==> src/rtl/rawchk_pkg.sv <==
package rawchk_pkg;

  // Later stages that are compared against decode. Writeback is excluded on
  // purpose: the register file writes early and reads late in a cycle.
  typedef enum int unsigned {
    PS_EX  = 0,
    PS_MEM = 1
  } prod_stage_e;

  localparam int unsigned N_PROD_STAGES = 2;
  localparam int unsigned N_SOURCES     = 2;

  // An older instruction can supply a value only if it is real, writes, and
  // targets a register other than the hard-wired zero.
  function automatic logic producer_live(input logic vld, input logic wen,
                                         input logic rd_nonzero);
    return vld & wen & rd_nonzero;
  endfunction

  // A source needs checking only if the decode slot is real, the field is
  // read, and it does not name the zero register.
  function automatic logic source_live(input logic vld, input logic used,
                                       input logic rs_nonzero);
    return vld & used & rs_nonzero;
  endfunction

endpackage

==> src/rtl/rawchk_src_match.sv <==
module rawchk_src_match #(
  parameter int unsigned IDX_W  = 5,
  parameter int unsigned N_PROD = 2
) (
  input  logic                         src_live,
  input  logic [IDX_W-1:0]             src_idx,
  input  logic [N_PROD-1:0]            prod_live,
  input  logic [N_PROD-1:0][IDX_W-1:0] prod_idx,
  output logic [N_PROD-1:0]            hit
);

  // One equality comparator per later stage for this source field.
  for (genvar p = 0; p < N_PROD; p++) begin : g_cmp
    assign hit[p] = src_live & prod_live[p] & (src_idx == prod_idx[p]);
  end

endmodule

==> src/rtl/rawchk_hazard_unit.sv <==
module rawchk_hazard_unit
  import rawchk_pkg::*;
#(
  parameter int unsigned IDX_W  = 5,
  parameter int unsigned N_SRC  = N_SOURCES,
  parameter int unsigned N_PROD = N_PROD_STAGES
) (
  input  logic                         dec_vld,
  input  logic [N_SRC-1:0][IDX_W-1:0]  dec_src,
  input  logic [N_SRC-1:0]             dec_use,
  input  logic [N_PROD-1:0]            prod_vld,
  input  logic [N_PROD-1:0]            prod_wen,
  input  logic [N_PROD-1:0][IDX_W-1:0] prod_rd,
  output logic                         raw_stall
);

  logic [N_PROD-1:0]            prod_live;
  logic [N_SRC-1:0]             src_live;
  logic [N_SRC-1:0][N_PROD-1:0] hit_mat;
  logic [N_SRC-1:0]             src_hit;

  for (genvar p = 0; p < N_PROD; p++) begin : g_prod
    assign prod_live[p] = producer_live(prod_vld[p], prod_wen[p], |prod_rd[p]);
  end

  for (genvar s = 0; s < N_SRC; s++) begin : g_src
    assign src_live[s] = source_live(dec_vld, dec_use[s], |dec_src[s]);

    rawchk_src_match #(
      .IDX_W  (IDX_W),
      .N_PROD (N_PROD)
    ) u_match (
      .src_live  (src_live[s]),
      .src_idx   (dec_src[s]),
      .prod_live (prod_live),
      .prod_idx  (prod_rd),
      .hit       (hit_mat[s])
    );

    assign src_hit[s] = |hit_mat[s];
  end

  // Stall at once on any true dependence; anti and output relations are
  // never compared at all.
  assign raw_stall = |src_hit;

endmodule

==> src/rtl/rawchk_pipe_regs.sv <==
module rawchk_pipe_regs #(
  parameter int unsigned IDX_W = 5,
  parameter int unsigned PC_W  = 16
) (
  input  logic             clk,
  input  logic             rst_n,
  input  logic             hold,
  input  logic             f_valid,
  input  logic [IDX_W-1:0] f_rs1,
  input  logic             f_use_rs1,
  input  logic [IDX_W-1:0] f_rs2,
  input  logic             f_use_rs2,
  input  logic [IDX_W-1:0] f_rd,
  input  logic             f_wen,
  output logic [PC_W-1:0]  pc_q,
  output logic             id_vld,
  output logic [PC_W-1:0]  id_pc,
  output logic [IDX_W-1:0] id_rs1,
  output logic             id_use1,
  output logic [IDX_W-1:0] id_rs2,
  output logic             id_use2,
  output logic [IDX_W-1:0] id_rd,
  output logic             id_wen,
  output logic             ex_vld,
  output logic [PC_W-1:0]  ex_pc,
  output logic [IDX_W-1:0] ex_rd,
  output logic             ex_wen,
  output logic             mem_vld,
  output logic [PC_W-1:0]  mem_pc,
  output logic [IDX_W-1:0] mem_rd,
  output logic             mem_wen,
  output logic             wb_vld,
  output logic [PC_W-1:0]  wb_pc,
  output logic [IDX_W-1:0] wb_rd,
  output logic             wb_wen
);

  // Front end: PC and IF/ID freeze while the interlock holds.
  always_ff @(posedge clk or negedge rst_n) begin
    if (!rst_n) begin
      pc_q    <= '0;
      id_vld  <= 1'b0;
      id_pc   <= '0;
      id_rs1  <= '0;
      id_use1 <= 1'b0;
      id_rs2  <= '0;
      id_use2 <= 1'b0;
      id_rd   <= '0;
      id_wen  <= 1'b0;
    end else if (!hold) begin
      pc_q    <= pc_q + 1'b1;
      id_vld  <= f_valid;
      id_pc   <= pc_q;
      id_rs1  <= f_rs1;
      id_use1 <= f_use_rs1;
      id_rs2  <= f_rs2;
      id_use2 <= f_use_rs2;
      id_rd   <= f_rd;
      id_wen  <= f_wen;
    end
  end

  // ID/EX: a held decode slot turns into a bubble in execute.
  always_ff @(posedge clk or negedge rst_n) begin
    if (!rst_n) begin
      ex_vld <= 1'b0;
      ex_pc  <= '0;
      ex_rd  <= '0;
      ex_wen <= 1'b0;
    end else begin
      ex_vld <= id_vld & ~hold;
      ex_pc  <= id_pc;
      ex_rd  <= id_rd;
      ex_wen <= id_wen;
    end
  end

  // Back end always advances.
  always_ff @(posedge clk or negedge rst_n) begin
    if (!rst_n) begin
      mem_vld <= 1'b0;
      mem_pc  <= '0;
      mem_rd  <= '0;
      mem_wen <= 1'b0;
      wb_vld  <= 1'b0;
      wb_pc   <= '0;
      wb_rd   <= '0;
      wb_wen  <= 1'b0;
    end else begin
      mem_vld <= ex_vld;
      mem_pc  <= ex_pc;
      mem_rd  <= ex_rd;
      mem_wen <= ex_wen;
      wb_vld  <= mem_vld;
      wb_pc   <= mem_pc;
      wb_rd   <= mem_rd;
      wb_wen  <= mem_wen;
    end
  end

endmodule

==> src/rtl/rawchk_pipe.sv <==
module rawchk_pipe
  import rawchk_pkg::*;
#(
  parameter int unsigned IDX_W = 5,
  parameter int unsigned PC_W  = 16
) (
  input  logic             clk,
  input  logic             rst_n,
  input  logic             f_valid,
  input  logic [IDX_W-1:0] f_rs1,
  input  logic             f_use_rs1,
  input  logic [IDX_W-1:0] f_rs2,
  input  logic             f_use_rs2,
  input  logic [IDX_W-1:0] f_rd,
  input  logic             f_wen,
  output logic             stall,
  output logic [PC_W-1:0]  fetch_pc,
  output logic             retire_valid,
  output logic [PC_W-1:0]  retire_pc,
  output logic [IDX_W-1:0] retire_rd,
  output logic             retire_wen
);

  logic             id_vld, id_use1, id_use2, id_wen;
  logic [PC_W-1:0]  id_pc;
  logic [IDX_W-1:0] id_rs1, id_rs2, id_rd;
  logic             ex_vld, ex_wen, mem_vld, mem_wen;
  logic [PC_W-1:0]  ex_pc, mem_pc;
  logic [IDX_W-1:0] ex_rd, mem_rd;

  logic [N_SOURCES-1:0][IDX_W-1:0]     dec_src;
  logic [N_SOURCES-1:0]                dec_use;
  logic [N_PROD_STAGES-1:0]            prod_vld, prod_wen;
  logic [N_PROD_STAGES-1:0][IDX_W-1:0] prod_rd;

  rawchk_pipe_regs #(
    .IDX_W (IDX_W),
    .PC_W  (PC_W)
  ) u_regs (
    .clk       (clk),
    .rst_n     (rst_n),
    .hold      (stall),
    .f_valid   (f_valid),
    .f_rs1     (f_rs1),
    .f_use_rs1 (f_use_rs1),
    .f_rs2     (f_rs2),
    .f_use_rs2 (f_use_rs2),
    .f_rd      (f_rd),
    .f_wen     (f_wen),
    .pc_q      (fetch_pc),
    .id_vld    (id_vld),
    .id_pc     (id_pc),
    .id_rs1    (id_rs1),
    .id_use1   (id_use1),
    .id_rs2    (id_rs2),
    .id_use2   (id_use2),
    .id_rd     (id_rd),
    .id_wen    (id_wen),
    .ex_vld    (ex_vld),
    .ex_pc     (ex_pc),
    .ex_rd     (ex_rd),
    .ex_wen    (ex_wen),
    .mem_vld   (mem_vld),
    .mem_pc    (mem_pc),
    .mem_rd    (mem_rd),
    .mem_wen   (mem_wen),
    .wb_vld    (retire_valid),
    .wb_pc     (retire_pc),
    .wb_rd     (retire_rd),
    .wb_wen    (retire_wen)
  );

  assign dec_src = {id_rs2, id_rs1};
  assign dec_use = {id_use2, id_use1};

  assign prod_vld[PS_EX]  = ex_vld;
  assign prod_wen[PS_EX]  = ex_wen;
  assign prod_rd[PS_EX]   = ex_rd;
  assign prod_vld[PS_MEM] = mem_vld;
  assign prod_wen[PS_MEM] = mem_wen;
  assign prod_rd[PS_MEM]  = mem_rd;

  rawchk_hazard_unit #(
    .IDX_W  (IDX_W),
    .N_SRC  (N_SOURCES),
    .N_PROD (N_PROD_STAGES)
  ) u_hazard (
    .dec_vld   (id_vld),
    .dec_src   (dec_src),
    .dec_use   (dec_use),
    .prod_vld  (prod_vld),
    .prod_wen  (prod_wen),
    .prod_rd   (prod_rd),
    .raw_stall (stall)
  );

endmodule

==> config.mk <==
export PLATFORM = sky130hd
export DESIGN_NAME = rawchk_pipe
export DESIGN_NICKNAME = d
export VERILOG_FILES = /design/src/rtl/rawchk_pkg.sv /design/src/rtl/rawchk_src_match.sv /design/src/rtl/rawchk_hazard_unit.sv /design/src/rtl/rawchk_pipe_regs.sv /design/src/rtl/rawchk_pipe.sv
export SDC_FILE = /design/constraint.sdc
export NUM_CORES = 1
export LEC_CHECK = 0
export CAP_MARGIN = 20
export CELL_PAD_IN_SITES_DETAIL_PLACEMENT = 1
export CELL_PAD_IN_SITES_GLOBAL_PLACEMENT = 1
export CORE_MARGIN = 2
export CORE_UTILIZATION = 45
export CTS_CLUSTER_DIAMETER = 60
export CTS_CLUSTER_SIZE = 30
export DETAILED_ROUTE_END_ITERATION = 8
export GPL_TIMING_DRIVEN = 1
export PLACE_DENSITY = 0.83
export SLEW_MARGIN = 5
export SYNTH_ARGS = -nofsm -noshare
export SYNTH_HDL_FRONTEND = slang
export SYNTH_HIERARCHICAL = 1
export SYNTH_SLANG_ARGS = --single-unit
==> constraint.sdc <==
create_clock -name clk -period 4 [get_ports clk]
set_input_delay 1.2 -clock clk [delete_from_list [all_inputs] [get_ports clk]]
set_output_delay 1.2 -clock clk [all_outputs]
set_load 0.03 [all_outputs]
==> flow_summary.toml <==
[clock_tree]
holdBufCountCts = 0
root_buffer = "clkbuf_8"
numCtsBuffers = 17
cts_tree = "built"
cts_setup_buffers = 0
cts_max_level = 4
clock_sinks = 120
clock_latency_ps = 520
clock_path_buffers = 2
clk_pin_slew_ps = 60

[timing]
slew_headroom_pct = 52.6
setup-tns-final_ps = 0
hold_viol = 0
finClkSkew_ps = 8.43
slew_viol_final = 0
max_clock_freq_ghz = 0.267
finalCritPeriodShare_pct = 93.8
finalSetupViolations = 0
min_period_ps = 3750
worst-slew-pin-transition_ps = 711
rsz0062_at_grt = "no"
holdWs_ps = 345

[layout]
syn_to_final_growth_pct = 32.5
nets = 349
mostFrequentLayoutCells = "dfrtp_1 (119), clkdlybuf4s50_1 (58), mux2_2 (34)"
nFillCells = 815
layout.area.seq_um2 = 3000
multi_input_area_um2 = 1040
final_common_cell = "dfrtp_1"
drive_above_1_share_pct = 22.9
antenna_cells = 0

[yosys]
yosys.area_share.adder_pct = 0.306
yosysWarningCount = 6
synth_top_family_by_area = "multiplexers"
ys_seq_area_share_pct = 73.4
ys_types = 25
synth_cells = 250
synth-xor-area-share_pct = 7.50
avgSynthCellArea_um2 = 16.4
synth_simple_gate_area_share_pct = 6.85
synthMuxAreaShare_pct = 9.36
synth_compound_area_share_pct = 1.29
ys_ff_latch = 120
synth_area_um2 = 4090
syn-num-nets = 272

[die]
rows = 34
fp.dieArea_um2 = 9870
core_area_um2 = 8760
fp.dieH_um = 99.3
fp.dieW_um = 99.3
io_pins = 61
initial_core_util_pct = 46.7

[setup_path]
path_class = "register to primary output"
worst_ep_required_time_ps = 2800
crit_arrival_ps = 2550
cp-start-kind = "register"
critPathMaxStageDelay_ps = 550
crit_path_end_kind = "primary output"
crit_slowest_cell = "or4_4"
path_cells = "or3_1 -> o311a_1 -> nand3_1 -> nor2_1 -> or4_4 -> buf_4"
path_max_fanout = 4

[route]
vias = 2313
drt-total-wl_mm = 8.83
drtIter0Drc = 71
routedWlPerCell_um = 19.7
drc_errors = 0
drtAntennaViolNets = 0
via_per_inst = 5.16
first_pass_iters = 4

[flow_run]
maxCapViolCount = 0

[power]
clkPwrFrac_pct = 41.6
p_sw_uw = 1070
intPower_uw = 2640
p_per_area_nw_per_um2 = 684
vdd_drop_max_mv = 0.419
pwr-share-seq_pct = 42.7
p_leak_uw = 0.00241
power_frac_comb_pct = 15.7
sw_frac_of_total_pct = 28.8
p_total_uw = 3710

[worst_hold_path]
min_path_type = "register to register"

[global_route]
grt_pass1_vias = 2639
antenna_found_initial = 0
grt_max_degree = 60
grt_pass1_wl_mm = 14.5
gr-total-overflow = 0
grt.total_usage_pct = 20.2

[run_status]
outcome = "complete, no violations"

[place]
gp_congestion = 0.787
dpl.hpwl_mm = 5.37
numPortBuffers = 60
per-layer routing:
layer	GRT usage [%]	part of all wire, %	up-vias
li1	-	-	1026
met4	6.32	1.4	0
met2	35.2	55	64
met5	0	0	-
met3	8.15	4.5	10
met1	22.7	39	1213
area by class of cell:
| type | count | area share [%] |
|---|---|---|
| Timing Repair Buffer | 64 | 11.5 |
| Inverter | 3 | 0.208 |
| Sequential cell | 120 | 55.4 |
| Clock buffer | 17 | 7.64 |
| Clock inverter | 15 | 3.51 |
| Multi-Input combinational cell | 121 | 19.2 |
| Tap cell | 108 | 2.49 |
sequential cells by signal, summed over array words and instances, names as in the netlist, 5 cells and up:
signal	flops
u_regs/mem_pc	16
u_regs/id_rs1	5
u_regs/ex_rd	5
u_regs/id_rd	5
u_regs/wb_rd	5
u_regs/id_pc	16
u_regs/mem_rd	5
u_regs/id_rs2	5
u_regs/wb_pc	16
u_regs/pc_q	16
u_regs/ex_pc	16
synth_stat cells, drive strengths merged:
master  instances  share of area [%]
nand2           5               0.46
xor2            9                1.9
nand4           8                1.4
o311a           4               0.98
nor3            3               0.37
ha              1               0.31
inv             3               0.28
o21ai           1               0.12
clkbuf          2               0.18
buf             4               0.80
nor4            6                1.2
dfrtp         120                 73
mux2           34                9.4
nand2b          1               0.15
xnor2          26                5.6
a21o            1               0.18
or3             5               0.76
nand3           8               0.98
nand4b          1               0.58
nor2            5               0.46
or4             1               0.18
nor2b           2               0.31
kinds of logic (layout without fill, tap and decap cells):
logic type	Yosys count	after routing
xor+xnor	35	35
flops	120	120
buf+inv	9	99
compound gates	6	6
fa+ha+maj	1	1
simple gates	45	45
mux	34	34
through the flow:
| step | worst slack [ps] | instance area, um2 | util (%) | cells |
|---|---|---|---|---|
| floorplan | 929 | 4090 | - | 250 |
| global placement | 256 | 4810 | 54.9 | 416 |
| detailed placement | 215 | 4810 | 54.9 | 416 |
| CTS | 27.8 | 5410 | 61.8 | 448 |
| global route | 165 | 5420 | 61.8 | 448 |
| finish | 249 | 5420 | 61.8 | 448 |
what timing repair did:
action | 4_1_cts | 5_1_grt
pin swaps | 0 | 0
hold endpoints to repair | 0 | 0
resized for setup | 5 | 4
endpoints found under the setup margin | 1 | 1
worst paths after layout:
check	slack [ps]	depth (start not counted)	from	end
worst max-delay path	250	6	u_regs/mem_rd[1]	stall
worst min-delay path	340	0	u_regs/ex_pc[7]	u_regs/mem_pc[7]
worst max register to register	700	9	u_regs/mem_rd[1]	u_regs/pc_q[15]
worst min register to register	340	0	u_regs/ex_pc[7]	u_regs/mem_pc[7]
max in group asynchronous	2460	2	rst_n	u_regs/mem_rd[1]
min in group asynchronous	740	1	rst_n	u_regs/wb_pc[4]
worst max-delay path: cells and delay by family (launching register included):
| family | cells | cell delay (ps) |
|---|---|---|
| AND/OR/NAND/NOR | 4 | 1060 |
| flip-flops | 1 | 440 |
| AO/OA/AOI/OAI | 1 | 330 |
| buffers and inverters | 1 | 190 |
power groups by stage:
stage	registers (uW)	clock network, uW	logic [uW]
floorplan	1710	0	180
global placement	1580	0	560
detailed placement	1600	0	576
CTS	1590	1570	590
global route	1610	1630	618
finish	1580	1540	583
No activity file was read; power rests on OpenSTA's default activity.
